==> src/rtl/ilk_pkg.sv <==
package ilk_pkg;

  typedef enum logic [2:0] {
    OP_NOP   = 3'd0,
    OP_INT   = 3'd1,
    OP_LOAD  = 3'd2,
    OP_FADD  = 3'd3,
    OP_FMULS = 3'd4,
    OP_FMULD = 3'd5
  } opClass_e;

  localparam logic [1:0] WB_NONE = 2'd0;
  localparam logic [1:0] WB_INT  = 2'd1;
  localparam logic [1:0] WB_ADD  = 2'd2;
  localparam logic [1:0] WB_MUL  = 2'd3;

  // Strobes from control to datapath for one cycle.
  typedef struct packed {
    logic     pushInt;    // writing integer-path op enters the writeback delay line
    logic     startAdd;   // adder starts a new operation
    logic     startMul;   // multiplier starts a new operation
    logic     mulDouble;  // started multiply is double precision
    logic     wrDst;      // load the destination pending counter
    logic     grantAdd;   // adder result takes the write port
    logic     grantMul;   // multiplier result takes the write port
    opClass_e cls;        // class of the issuing instruction
  } ilkStrobe_t;

endpackage

==> src/rtl/ilk_dpath.sv <==
module ilk_dpath
  import ilk_pkg::*;
#(
  parameter int NREG     = 32,
  parameter int ADD_LAT  = 4,
  parameter int MULS_LAT = 6,
  parameter int MULD_LAT = 8,
  parameter int LOAD_USE = 3,
  localparam int AW   = $clog2(NREG),
  localparam int MAXA = (ADD_LAT > LOAD_USE) ? ADD_LAT : LOAD_USE,
  localparam int MAXM = (MULS_LAT > MULD_LAT) ? MULS_LAT : MULD_LAT,
  localparam int MAXL = (MAXA > MAXM) ? MAXA : MAXM,
  localparam int CW   = $clog2(MAXL)
) (
  input  logic            clk,
  input  logic            rst,
  input  ilkStrobe_t      st,
  input  logic [AW-1:0]   dst,
  output logic [NREG-1:0] pendNz,
  output logic            addRun,
  output logic            addDone,
  output logic [AW-1:0]   addDst,
  output logic            mulRun,
  output logic            mulDone,
  output logic [AW-1:0]   mulDst,
  output logic            intWbV,
  output logic            wbValid,
  output logic [AW-1:0]   wbReg,
  output logic [1:0]      wbUnit
);

  logic [CW-1:0] pendVal;
  logic [CW-1:0] addCnt;
  logic [CW-1:0] mulCnt;

  // Cycles until the written register may be read.
  always_comb begin
    case (st.cls)
      OP_LOAD:  pendVal = CW'(LOAD_USE - 1);
      OP_FADD:  pendVal = CW'(ADD_LAT - 1);
      OP_FMULS: pendVal = CW'(MULS_LAT - 1);
      OP_FMULD: pendVal = CW'(MULD_LAT - 1);
      default:  pendVal = '0;
    endcase
  end

  // One pending countdown for each architectural register.
  for (genvar g = 0; g < NREG; g++) begin : gPend
    logic [CW-1:0] cnt;
    always_ff @(posedge clk) begin
      if (rst)                                 cnt <= '0;
      else if (st.wrDst && (dst == AW'(g)))    cnt <= pendVal;
      else if (cnt != '0)                      cnt <= cnt - 1'b1;
    end
    assign pendNz[g] = (cnt != '0);
  end

  // Adder occupancy.
  always_ff @(posedge clk) begin
    if (rst) begin
      addRun <= 1'b0;
      addCnt <= '0;
      addDst <= '0;
    end else if (st.startAdd) begin
      addRun <= 1'b1;
      addCnt <= CW'(ADD_LAT - 1);
      addDst <= dst;
    end else begin
      if (st.grantAdd)     addRun <= 1'b0;
      if (addCnt != '0)    addCnt <= addCnt - 1'b1;
    end
  end

  // Multiplier occupancy, latency picked by precision.
  always_ff @(posedge clk) begin
    if (rst) begin
      mulRun <= 1'b0;
      mulCnt <= '0;
      mulDst <= '0;
    end else if (st.startMul) begin
      mulRun <= 1'b1;
      mulCnt <= st.mulDouble ? CW'(MULD_LAT - 1) : CW'(MULS_LAT - 1);
      mulDst <= dst;
    end else begin
      if (st.grantMul)     mulRun <= 1'b0;
      if (mulCnt != '0)    mulCnt <= mulCnt - 1'b1;
    end
  end

  assign addDone = addRun && (addCnt == '0);
  assign mulDone = mulRun && (mulCnt == '0);

  // Integer-path writeback delay line: fixed depth, strictly in order.
  logic [LOAD_USE-1:0] ipV;
  logic [AW-1:0]       ipD [LOAD_USE];

  always_ff @(posedge clk) begin
    if (rst) ipV <= '0;
    else begin
      ipV[0] <= st.pushInt;
      for (int k = 1; k < LOAD_USE; k++) ipV[k] <= ipV[k-1];
    end
  end

  always_ff @(posedge clk) begin
    ipD[0] <= dst;
    for (int k = 1; k < LOAD_USE; k++) ipD[k] <= ipD[k-1];
  end

  assign intWbV = ipV[LOAD_USE-1];

  // Shared write port.
  always_comb begin
    wbValid = 1'b1;
    if (intWbV) begin
      wbReg  = ipD[LOAD_USE-1];
      wbUnit = WB_INT;
    end else if (st.grantAdd) begin
      wbReg  = addDst;
      wbUnit = WB_ADD;
    end else if (st.grantMul) begin
      wbReg  = mulDst;
      wbUnit = WB_MUL;
    end else begin
      wbValid = 1'b0;
      wbReg   = '0;
      wbUnit  = WB_NONE;
    end
  end

endmodule

==> src/rtl/ilk_ctrl.sv <==
module ilk_ctrl
  import ilk_pkg::*;
#(
  parameter int NREG = 32,
  localparam int AW  = $clog2(NREG)
) (
  input  logic            rst,
  input  logic            instValid,
  input  logic [2:0]      instClass,
  input  logic [AW-1:0]   srcA,
  input  logic            useA,
  input  logic [AW-1:0]   srcB,
  input  logic            useB,
  input  logic [AW-1:0]   dst,
  input  logic            writeDst,
  input  logic [NREG-1:0] pendNz,
  input  logic            addRun,
  input  logic            addDone,
  input  logic [AW-1:0]   addDst,
  input  logic            mulRun,
  input  logic            mulDone,
  input  logic [AW-1:0]   mulDst,
  input  logic            intWbV,
  output ilkStrobe_t      st,
  output logic            issue,
  output logic            stall
);

  logic isInt, isLoad, isAdd, isMulS, isMulD, isMul, intPath, effWr;
  logic grantAdd, grantMul, addFree, mulFree;
  logic addHold, mulHold, rawHaz, wawHaz, unitHaz;

  assign isInt   = (instClass == OP_INT);
  assign isLoad  = (instClass == OP_LOAD);
  assign isAdd   = (instClass == OP_FADD);
  assign isMulS  = (instClass == OP_FMULS);
  assign isMulD  = (instClass == OP_FMULD);
  assign isMul   = isMulS || isMulD;
  assign intPath = isInt || isLoad;
  assign effWr   = intPath ? writeDst : (isAdd || isMul);

  // Write-port arbitration: integer path, then adder, then multiplier.
  assign grantAdd = addDone && !intWbV;
  assign grantMul = mulDone && !intWbV && !addDone;

  // A unit is free when idle, or when its result leaves this cycle.
  assign addFree = !addRun || grantAdd;
  assign mulFree = !mulRun || grantMul;

  // Results still owed to a register block later writers of it.
  assign addHold = addRun && (addDst == dst) && !grantAdd;
  assign mulHold = mulRun && (mulDst == dst) && !grantMul;

  assign rawHaz  = (useA && pendNz[srcA]) || (useB && pendNz[srcB]);
  assign wawHaz  = effWr && (pendNz[dst] || addHold || mulHold);
  assign unitHaz = (isAdd && !addFree) || (isMul && !mulFree);

  assign issue = instValid && !rst && !rawHaz && !wawHaz && !unitHaz;
  assign stall = instValid && !issue;

  always_comb begin
    st.pushInt   = issue && intPath && effWr;
    st.startAdd  = issue && isAdd;
    st.startMul  = issue && isMul;
    st.mulDouble = isMulD;
    st.wrDst     = issue && effWr;
    st.grantAdd  = grantAdd;
    st.grantMul  = grantMul;
    st.cls       = opClass_e'(instClass);
  end

endmodule

==> src/rtl/fp_issue_interlock.sv <==
module fp_issue_interlock
  import ilk_pkg::*;
#(
  parameter int NREG     = 32,
  parameter int ADD_LAT  = 4,
  parameter int MULS_LAT = 6,
  parameter int MULD_LAT = 8,
  parameter int LOAD_USE = 3,
  localparam int AW = $clog2(NREG)
) (
  input  logic          clk,
  input  logic          rst,
  input  logic          instValid,
  input  logic [2:0]    instClass,
  input  logic [AW-1:0] srcA,
  input  logic          useA,
  input  logic [AW-1:0] srcB,
  input  logic          useB,
  input  logic [AW-1:0] dst,
  input  logic          writeDst,
  output logic          issue,
  output logic          stall,
  output logic          wbValid,
  output logic [AW-1:0] wbReg,
  output logic [1:0]    wbUnit
);

  ilkStrobe_t      st;
  logic [NREG-1:0] pendNz;
  logic            addRun, addDone, mulRun, mulDone, intWbV;
  logic [AW-1:0]   addDst, mulDst;

  ilk_ctrl #(.NREG(NREG)) uCtrl (
    .rst(rst), .instValid(instValid), .instClass(instClass),
    .srcA(srcA), .useA(useA), .srcB(srcB), .useB(useB),
    .dst(dst), .writeDst(writeDst), .pendNz(pendNz),
    .addRun(addRun), .addDone(addDone), .addDst(addDst),
    .mulRun(mulRun), .mulDone(mulDone), .mulDst(mulDst),
    .intWbV(intWbV), .st(st), .issue(issue), .stall(stall)
  );

  ilk_dpath #(
    .NREG(NREG), .ADD_LAT(ADD_LAT), .MULS_LAT(MULS_LAT),
    .MULD_LAT(MULD_LAT), .LOAD_USE(LOAD_USE)
  ) uDpath (
    .clk(clk), .rst(rst), .st(st), .dst(dst), .pendNz(pendNz),
    .addRun(addRun), .addDone(addDone), .addDst(addDst),
    .mulRun(mulRun), .mulDone(mulDone), .mulDst(mulDst),
    .intWbV(intWbV), .wbValid(wbValid), .wbReg(wbReg), .wbUnit(wbUnit)
  );

endmodule

==> config.mk <==
export PLATFORM = sky130hd
export DESIGN_NAME = fp_issue_interlock
export DESIGN_NICKNAME = d
export VERILOG_FILES = /design/src/rtl/ilk_pkg.sv /design/src/rtl/ilk_dpath.sv /design/src/rtl/ilk_ctrl.sv /design/src/rtl/fp_issue_interlock.sv
export SDC_FILE = /design/constraint.sdc
export NUM_CORES = 1
export LEC_CHECK = 0
export ABC_AREA = 1
export BUFFER_PORTS_ARGS = -buffer_cell sky130_fd_sc_hd__buf_2
export CAP_MARGIN = 30
export CORE_MARGIN = 5
export CORE_UTILIZATION = 57
export DETAILED_ROUTE_END_ITERATION = 7
export HOLD_SLACK_MARGIN = 0.15
export PLACE_DENSITY = 0.77
export SLEW_MARGIN = 20
export SYNTH_ARGS = -nofsm -noshare
export SYNTH_HDL_FRONTEND = slang
export SYNTH_HIERARCHICAL = 1
export SYNTH_SLANG_ARGS = --single-unit
==> constraint.sdc <==
create_clock -name clk -period 2.8 [get_ports clk]
set_clock_uncertainty 0.05 [all_clocks]
set_input_delay 0.28 -clock clk [delete_from_list [all_inputs] [get_ports clk]]
set_output_delay 0.28 -clock clk [all_outputs]
set_load 0.005 [all_outputs]
== After elaboration in Yosys (flattened, before gate mapping) ==
Memory sizes are Yosys's and may differ from the RTL's.
Cells that the tools add are included.

* Memory bits (writable): 15
* Input bits: 24
* Flip-flop bits (word level): 117
* Memories kept: 1

* Muxes and demuxes: 90
* Add/sub/neg operators: 34
* Order comparisons: 3
* Reductions and logical operators: 152
* Eq/ne operators: 38

{| class="wikitable"
|+ Memories
! memory !! words !! width !! rd ports !! clocked after memory_dff !! wr ports !! line !! source
|-
| uDpath.ipD || 3 || 5 || 3 || 0 || 3 || ilk_dpath.sv:95 || <nowiki>logic [AW-1:0] ipD [LOAD_USE];</nowiki>
|}

{| class="wikitable"
|+ Operators by type and width
! operator !! count
|-
| 3-bit two-way mux || 66
|-
| 3-bit nonzero test || 34
|-
| 3-bit by 1-bit subtractor with 3-bit output, second input constant || 34
|-
| 5-bit == test, second input constant || 16
|-
| 2-bit nonzero test || 36
|-
| 1-bit logical AND || 56
|-
| 5-bit by 4-bit == test with 1-bit output, second input constant || 8
|-
| 5-bit by 3-bit == test with 1-bit output, second input constant || 4
|-
| 5-bit by 6-bit < comparator with 1-bit output, second input constant || 3
|-
| 1-bit binary-select mux with 5-bit select || 3
|-
| 5-bit two-way mux || 3
|-
| 1-bit zero test || 13
|-
| 2-bit two-way mux || 6
|-
| 3-bit one-hot mux with 4 select lines || 1
|-
| 1-bit two-way mux || 11
|-
| 5-bit by 2-bit == test with 1-bit output, second input constant || 2
|-
| 5-bit == test || 2
|-
| 1-bit logical OR || 9
|-
| 3-bit by 2-bit == test with 1-bit output, second input constant || 2
|-
| 3-bit == test, second input constant || 2
|-
| 3-bit zero test || 2
|-
| 5-bit by 1-bit == test with 1-bit output, second input constant || 1
|-
| 5-bit zero test || 1
|-
| 3-bit by 1-bit == test with 1-bit output, second input constant || 1
|-
| 2-bit OR reduction || 1
|}

== Longest topological paths before layout ==
Gate-level depths: netlist of the first run.

* Word-level depth: 14
* Depth in mapped cells: 23

== Modules after synthesis ==
The synthesis of the first run kept the hierarchy.

{| class="wikitable"
|+ By module, submodules not included
! module !! cells an instance !! times used !! area an instance (um2) !! seq. area each (um2)
|-
| ilk_dpath || 1109 || 1 || 7521.0 || 2642.5
|-
| ilk_ctrl || 287 || 1 || 1408.9 || 0.0
|}

== Least setup slack after synthesis of the first run ==
No wires, ideal clock.

* Path kind: register -> register
* From: register uDpath.addCnt[0]
* To: register uDpath.gPend[2].cnt[1]
* Data arrival time: 2.578 ns
* Setup slack: 0.063 ns
* Required time: 2.640 ns
* Setup time: 0.110 ns
* Stages on the path, launching flop included: 21
* Clock period less this slack: 2.737 ns
* Cell sequence: dfxtp_1 > inv_1 > ha_1 > inv_1 > nor2_1 > inv_1 > nor2_1 > inv_1 > o21ai_0 > o21ai_0 > nor3_1 > nand3_4 > nor3_2 > inv_1 > nor2_1 > buf_2 > nand3_1 > nand2_1 > nand3_1 > nand2_1 > inv_1

{| class="wikitable"
|+ RTL lines
! element !! line !! source
|-
| start: declaration || ilk_dpath.sv:33 || <nowiki>logic [CW-1:0] addCnt;</nowiki>
|-
| start signal: assignment || ilk_dpath.sv:66 || <nowiki>addCnt <= CW'(ADD_LAT - 1);</nowiki>
|-
| start signal: assignment || ilk_dpath.sv:70 || <nowiki>if (addCnt != '0) addCnt <= addCnt - 1'b1;</nowiki>
|-
| end signal: assignment || ilk_dpath.sv:52 || <nowiki>else if (st.wrDst && (dst == AW'(g))) cnt <= pendVal;</nowiki>
|-
| end signal: assignment || ilk_dpath.sv:53 || <nowiki>else if (cnt != '0) cnt <= cnt - 1'b1;</nowiki>
|-
| end: declaration || ilk_dpath.sv:49 || <nowiki>logic [CW-1:0] cnt;</nowiki>
|}

==> results_dict.tcl, run 1 <==
set metrics [dict create \
    status "finished clean" \
    vias_per_cell 5.32 \
    path_clk_slew_ns 0.06 \
    cp_common_cell "nand2_1" \
    numCtsBuffers 17 \
    grt_start_max_net_pins 110 \
    coreArea_sq_mm 0.0153 \
    critPathMaxStageDelay_ns 0.30 \
    clk_latency_ns 0.43 \
    path_cells "inv_1 -> ha_1 -> nand2_1 -> nand2_1 -> nand3_1 -> nand3_1 -> nand2_1 -> nand2_1 -> nand3b_1 -> nand3_2 -> nand3_4 -> nor3_4 -> inv_1 -> nor2_2 -> buf_6 -> buf_6 -> nand3_2 -> nand2_1 -> nand3_1 -> nand2_1 -> inv_1" \
    placed_area_sq_mm 0.00929 \
    synth.area.top_cells "dfxtp_1, nand2_1, nand3_1" \
    vias 8838 \
    slew_headroom 0.377 \
    yosysUniqueCellTypes 29 \
    synth_compound_area_frac 0.0964 \
    netlist_area_sq_mm 0.00893 \
    path_buf_inv 5 \
    final_cell_mix "nand2_1, inv_1, nand3_1" \
    final_common_cell "nand2_1" \
    grt_overflow_total 0 \
    drtIter0Drc 804 \
    drc_errors 0 \
    die_area_sq_mm 0.0183 \
    synth_warnings 6 \
    dp_hpwl_mm 15.3 \
    design_area_sq_mm 0.0104 \
    drt.antenna.violating_nets 0 \
    grt_pass1_wl_mm 37.3 \
    numClockSinks 132 \
    start_util 0.585 \
    final_nets 1529 \
    rows 45 \
    grt_pass1_vias 7852 \
    antenna_found_initial 0 \
    cts_tree "built" \
    ys_seq_area_frac 0.296 \
    setup_viol 0 \
    syn_inst 1396 \
    worstSetupStartpointType "flip-flop" \
    end_kind "flip-flop" \
    cts_buffer_depth 2 \
    p_leak_nw 4.86 \
    min_period_over_period 0.988 \
    synth-simple-area-share 0.361 \
    root_buffer "clkbuf_16" \
    cp_slowest_cell "dfxtp_1" \
    place_congestion 0.925 \
    synth_mux_area_frac 0 \
    ir_drop_mv 0.594 \
    synthesis.nets 1488 \
    synthDominantCellAreaShare 0.296 \
    first_pass_iters 6 \
    synth_area_per_cell_sq_um 6.40 \
    cap_viol_max_count 0 \
    wl_per_cell_um 14.0 \
    ys_seq_elements 132 \
    grt_usage 0.251 \
    cp.required_ns 3.08 \
    syn2layout_area_growth_pct 17.0 \
    fin_crit_ns 2.77 \
    die_h_um 135 \
    portBuffers 33 \
    finalWirelength_mm 23.2 \
    layout-drive-gt1-share 0.162 \
    hold_viol 0 \
    num_io_pins 34 \
    crit_family "simple AND/OR/NAND/NOR gates" \
    rsz0062_at_grt "yes" \
    tightest_slew_ns 0.933 \
    synth.largest_area_cell "dfxtp_1" \
    die_x_um 135 \
    power_density_mw_per_mm2 1020 \
    h-tree-depth 4 \
    synth_top_family_by_area "simple AND/OR/NAND/NOR gates" \
    synth_fa_ha_area_frac 0.0953 \
    hp-class "in2reg" \
    synth_xor_area_frac 0.0402 \
    slew_violations 0 \
    fin_cells 1662 \
    maxClockFrequency_mhz 361 \
    placed_cells 1615 \
    path_class "reg2reg" \
    critPathMaxFanout 6 \
    critPathArrivalTime_ns 3.04 \
]
-- worst paths after layout --
path	cells after the start	endpoint	from	slack (ns)
hold reg to reg	0	uDpath/ipD[0][10]	uDpath/ipD[0][5]	0.27
setup / recovery	21	uDpath/gPend[7].cnt[1]	uDpath/gPend[5].cnt[0]	0.03
setup reg to reg	21	uDpath/gPend[7].cnt[1]	uDpath/gPend[5].cnt[0]	0.03
hold / removal	5	uDpath/ipV[0]	writeDst	0.20
-- cell usage after synthesis --
cell / instances
nor2_2: 5
xnor2_1: 9
buf_6: 6
clkinv_1: 2
nand2_2: 1
clkbuf_1: 15
o21ai_1: 3
a21oi_1: 106
buf_2: 14
ha_1: 68
inv_4: 4
nor2_4: 1
nand3_4: 1
nand3_1: 190
nor2_1: 127
nand3_2: 4
inv_2: 4
buf_4: 10
buf_1: 5
dfxtp_1: 132
inv_1: 174
nand2_1: 379
nor3_2: 4
o21ai_0: 63
nand3b_1: 2
nor3_1: 2
nor4_1: 1
xor2_1: 32
or2_2: 32
-- metrics by stage --
stage	hold slack (ns)	util	setup TNS, ns	power [mW]	setup WS (ns)
after floorplan	0.258	-	0	7.03	0.0626
after global placement	0.260	0.609	-0.344	7.97	-0.0417
after detailed placement	0.263	0.609	-2.31	8.13	-0.143
after CTS	0.174	0.657	-0.106	10.4	-0.0243
after global routing	0.200	0.685	-6.17	11.7	-0.208
final	0.202	0.685	0	10.7	0.0330
-- worst min-delay path, stage by stage --
cell	delay (ns)
buf_2	0.10
nand3_1	0.13
nor3_2	0.06
inv_1	0.04
nor2_1	0.03
-- per-layer routing --
layer / GRT usage / vias up / routed length [um]
met3: 0.0516 / 61 / 1350
met4: 0.111 / 0 / 710
met5: 0 / - / 0
met2: 0.414 / 230 / 11100
met1: 0.318 / 4041 / 10000
li1: - / 4506 / -
-- where the power goes --
group | total [mW] | switching (mW) | internal, mW
registers | 2.81 | 0.268 | 2.54
clock network | 2.20 | 0.872 | 1.32
logic | 5.65 | 3.42 | 2.23
total | 10.7 | 4.56 | 6.10
-- registers in the layout, summed over array words and instances, names as in the netlist --
register,cells
uDpath/gPend.cnt,96
uDpath/ipD,15
uDpath/addDst,5
uDpath/mulDst,5
uDpath/addCnt,3
uDpath/ipV,3
uDpath/mulCnt,3
uDpath/addRun,1
uDpath/mulRun,1
-- logic make-up after synthesis --
family / after synthesis
adder cells (fa/ha/maj): 68
XOR/XNOR: 41
flip-flops: 132
AO/OA/AOI/OAI: 172
AND/OR/NAND/NOR: 749
buffers and inverters: 234
-- layout make-up --
class,count,area [sq um]
multi-input combinational,1030,5690
fill,1330,4810
sequential,132,2650
inverter,184,704
timing repair buffer,72,558
clock buffer,23,488
tap,211,264
clock inverter,9,93.8
antenna,1,2.50
-- what timing repair did --
item,CTS,global route
hold endpoints to repair,15,0
setup endpoints to repair,68,115
hold buffers,6,0
gates cloned,0,0
pin swaps,0,23
resized for setup,16,109
setup buffers,4,4
Note: power is estimated with default switching activity, not from simulation.
==> run 2: changes to the inputs <==
Settings changed: CTS_BUF_LIST set to sky130_fd_sc_hd__clkbuf_8 sky130_fd_sc_hd__clkbuf_16.
==> results_dict.tcl, run 2 (synthesized netlist as in run 1, its figures left out) <==
set metrics [dict create \
    wl_per_cell_um 14.0 \
    rows 45 \
    vias 8831 \
    dp_hpwl_mm 15.3 \
    final_common_cell "nand2_1" \
    grt_pass1_wl_mm 37.3 \
    setup_viol 0 \
    die_h_um 135 \
    grt_pass1_vias 7852 \
    use_met1 0.318 \
    p_leak_nw 4.87 \
    crit_family "simple AND/OR/NAND/NOR gates" \
    worstSetupStartpointType "flip-flop" \
    final_nets 1529 \
    drtIter0Drc 799 \
    fin_cells 1662 \
    maxClockFrequency_mhz 361 \
    path_depth 21 \
    hold_viol 0 \
    numClockSinks 132 \
    nFillCells 1330 \
    status "finished clean" \
    syn2layout_area_growth_pct 17.0 \
    finalWirelength_mm 23.2 \
    die_x_um 135 \
    whs_ns 0.202 \
    drc_errors 0 \
    coreArea_sq_mm 0.0153 \
    cap_viol_max_count 0 \
    ir_drop_mv 0.595 \
    cp.required_ns 3.08 \
    h-tree-depth 4 \
    cp_slowest_cell "dfxtp_1" \
    slew_headroom 0.378 \
    met3_usage 0.0516 \
    root_buffer "clkbuf_16" \
    critPathArrivalTime_ns 3.05 \
    cp_common_cell "nand2_1" \
    vias_per_cell 5.31 \
    cts_tree "built" \
    first_pass_iters 5 \
    hp-class "in2reg" \
    grt_usage 0.251 \
    drt.antenna.violating_nets 0 \
    num_io_pins 34 \
    path_clk_slew_ns 0.06 \
    layout-drive-gt1-share 0.162 \
    antenna_found_initial 0 \
    fin_crit_ns 2.77 \
    cts_buffer_depth 2 \
    placed_cells 1615 \
    ff2ff_path_depth 21 \
    largest_reg_flops 96 \
    final_cell_mix "nand2_1, inv_1, nand3_1" \
    die_area_sq_mm 0.0183 \
    rr_startpoint "uDpath/gPend[5].cnt[0]" \
    hold_start "writeDst" \
    grt_overflow_total 0 \
    fin_setup_tns_ns 0 \
    rsz0062_at_grt "yes" \
    grt-busiest-layer "met2" \
    grt_start_max_net_pins 110 \
    end_kind "flip-flop" \
    largestRegisters "uDpath/gPend.cnt x96, uDpath/ipD x15" \
    path_class "reg2reg" \
    slew_violations 0 \
    clk_latency_ns 0.43 \
    met2_usage 0.414 \
    tightest_slew_ns 0.932 \
    top_register "uDpath/gPend.cnt" \
    portBuffers 33 \
    start_util 0.585 \
    critPathMaxStageDelay_ns 0.30 \
    path_cells "inv_1 -> ha_1 -> nand2_1 -> nand2_1 -> nand3_1 -> nand3_1 -> nand2_1 -> nand2_1 -> nand3b_1 -> nand3_2 -> nand3_4 -> nor3_4 -> inv_1 -> nor2_2 -> buf_6 -> buf_6 -> nand3_2 -> nand2_1 -> nand3_1 -> nand2_1 -> inv_1" \
    setup.worst_path.start "uDpath/gPend[5].cnt[0]" \
    min_period_over_period 0.990 \
    power_density_mw_per_mm2 1020 \
    place_congestion 0.925 \
    path_buf_inv 5 \
    holdPathStages 5 \
    critPathMaxFanout 6 \
    numCtsBuffers 17 \
]
run 2: changes by cell type in the layout (fill, tap and decap cells not counted), sizes merged:
cell,change
clkbuf,-2
inv,+2
run 2: per-layer routing:
metal | up-vias | wire, um
met2 | 220 | 11100
met3 | 57 | 1290
met5 | - | 0
met4 | 0 | 705
li1 | 4508 | -
met1 | 4046 | 10100
run 2: what timing repair did:
action                                  4_1_cts  5_1_grt
endpoints found under the setup margin       68      115
gates resized for setup                      16      109
hold buffers                                  6        0
setup buffers                                 4        4
hold endpoints to repair                     15        0
pin swaps                                     0       23
run 2: final timing paths:
kind	end	slack (ns)
max	uDpath/gPend[7].cnt[1]	0.03
min reg2reg	uDpath/ipD[0][10]	0.27
min	uDpath/ipV[0]	0.20
max reg2reg	uDpath/gPend[7].cnt[1]	0.03
run 2: power breakdown:
group          total, mW  internal, mW  switching (mW)
clock network       2.19          1.32           0.873
registers           2.81          2.54           0.268
logic               5.65          2.23            3.42
run 2: worst register-to-register path: stages, from the launching register on:
cell and delay (ns):
dfxtp_1 0.30, inv_1 0.11, ha_1 0.18, nand2_1 0.19
nand2_1 0.12, nand3_1 0.08, nand3_1 0.12, nand2_1 0.07
nand2_1 0.06, nand3b_1 0.09, nand3_2 0.10, nand3_4 0.08
nor3_4 0.12, inv_1 0.07, nor2_2 0.12, buf_6 0.17
buf_6 0.14, nand3_2 0.15, nand2_1 0.14, nand3_1 0.08
nand2_1 0.07, inv_1 0.04
run 2: per-stage QoR:
stage	area, sq um	total power, mW	worst slack (ns)	utilization
3_3_place_gp	9290	7.97	-0.0417	0.609
4_1_cts	10000	10.4	-0.0243	0.657
6_report	10400	10.7	0.0289	0.685
5_1_grt	10400	11.6	-0.208	0.685
3_5_place_dp	9290	8.13	-0.143	0.609
2_1_floorplan	8930	7.03	0.0626	-
run 2: final cells by class:
cell class	count	area (sq um)	area share
diodes	1	2.50	0.000240
clock buffers	21	480	0.0460
clock inverters	11	101	0.00970
inverters	184	704	0.0674
multi-input cells	1030	5690	0.545
flip-flops and latches	132	2650	0.253
well taps	211	264	0.0253
repair buffers	72	558	0.0534
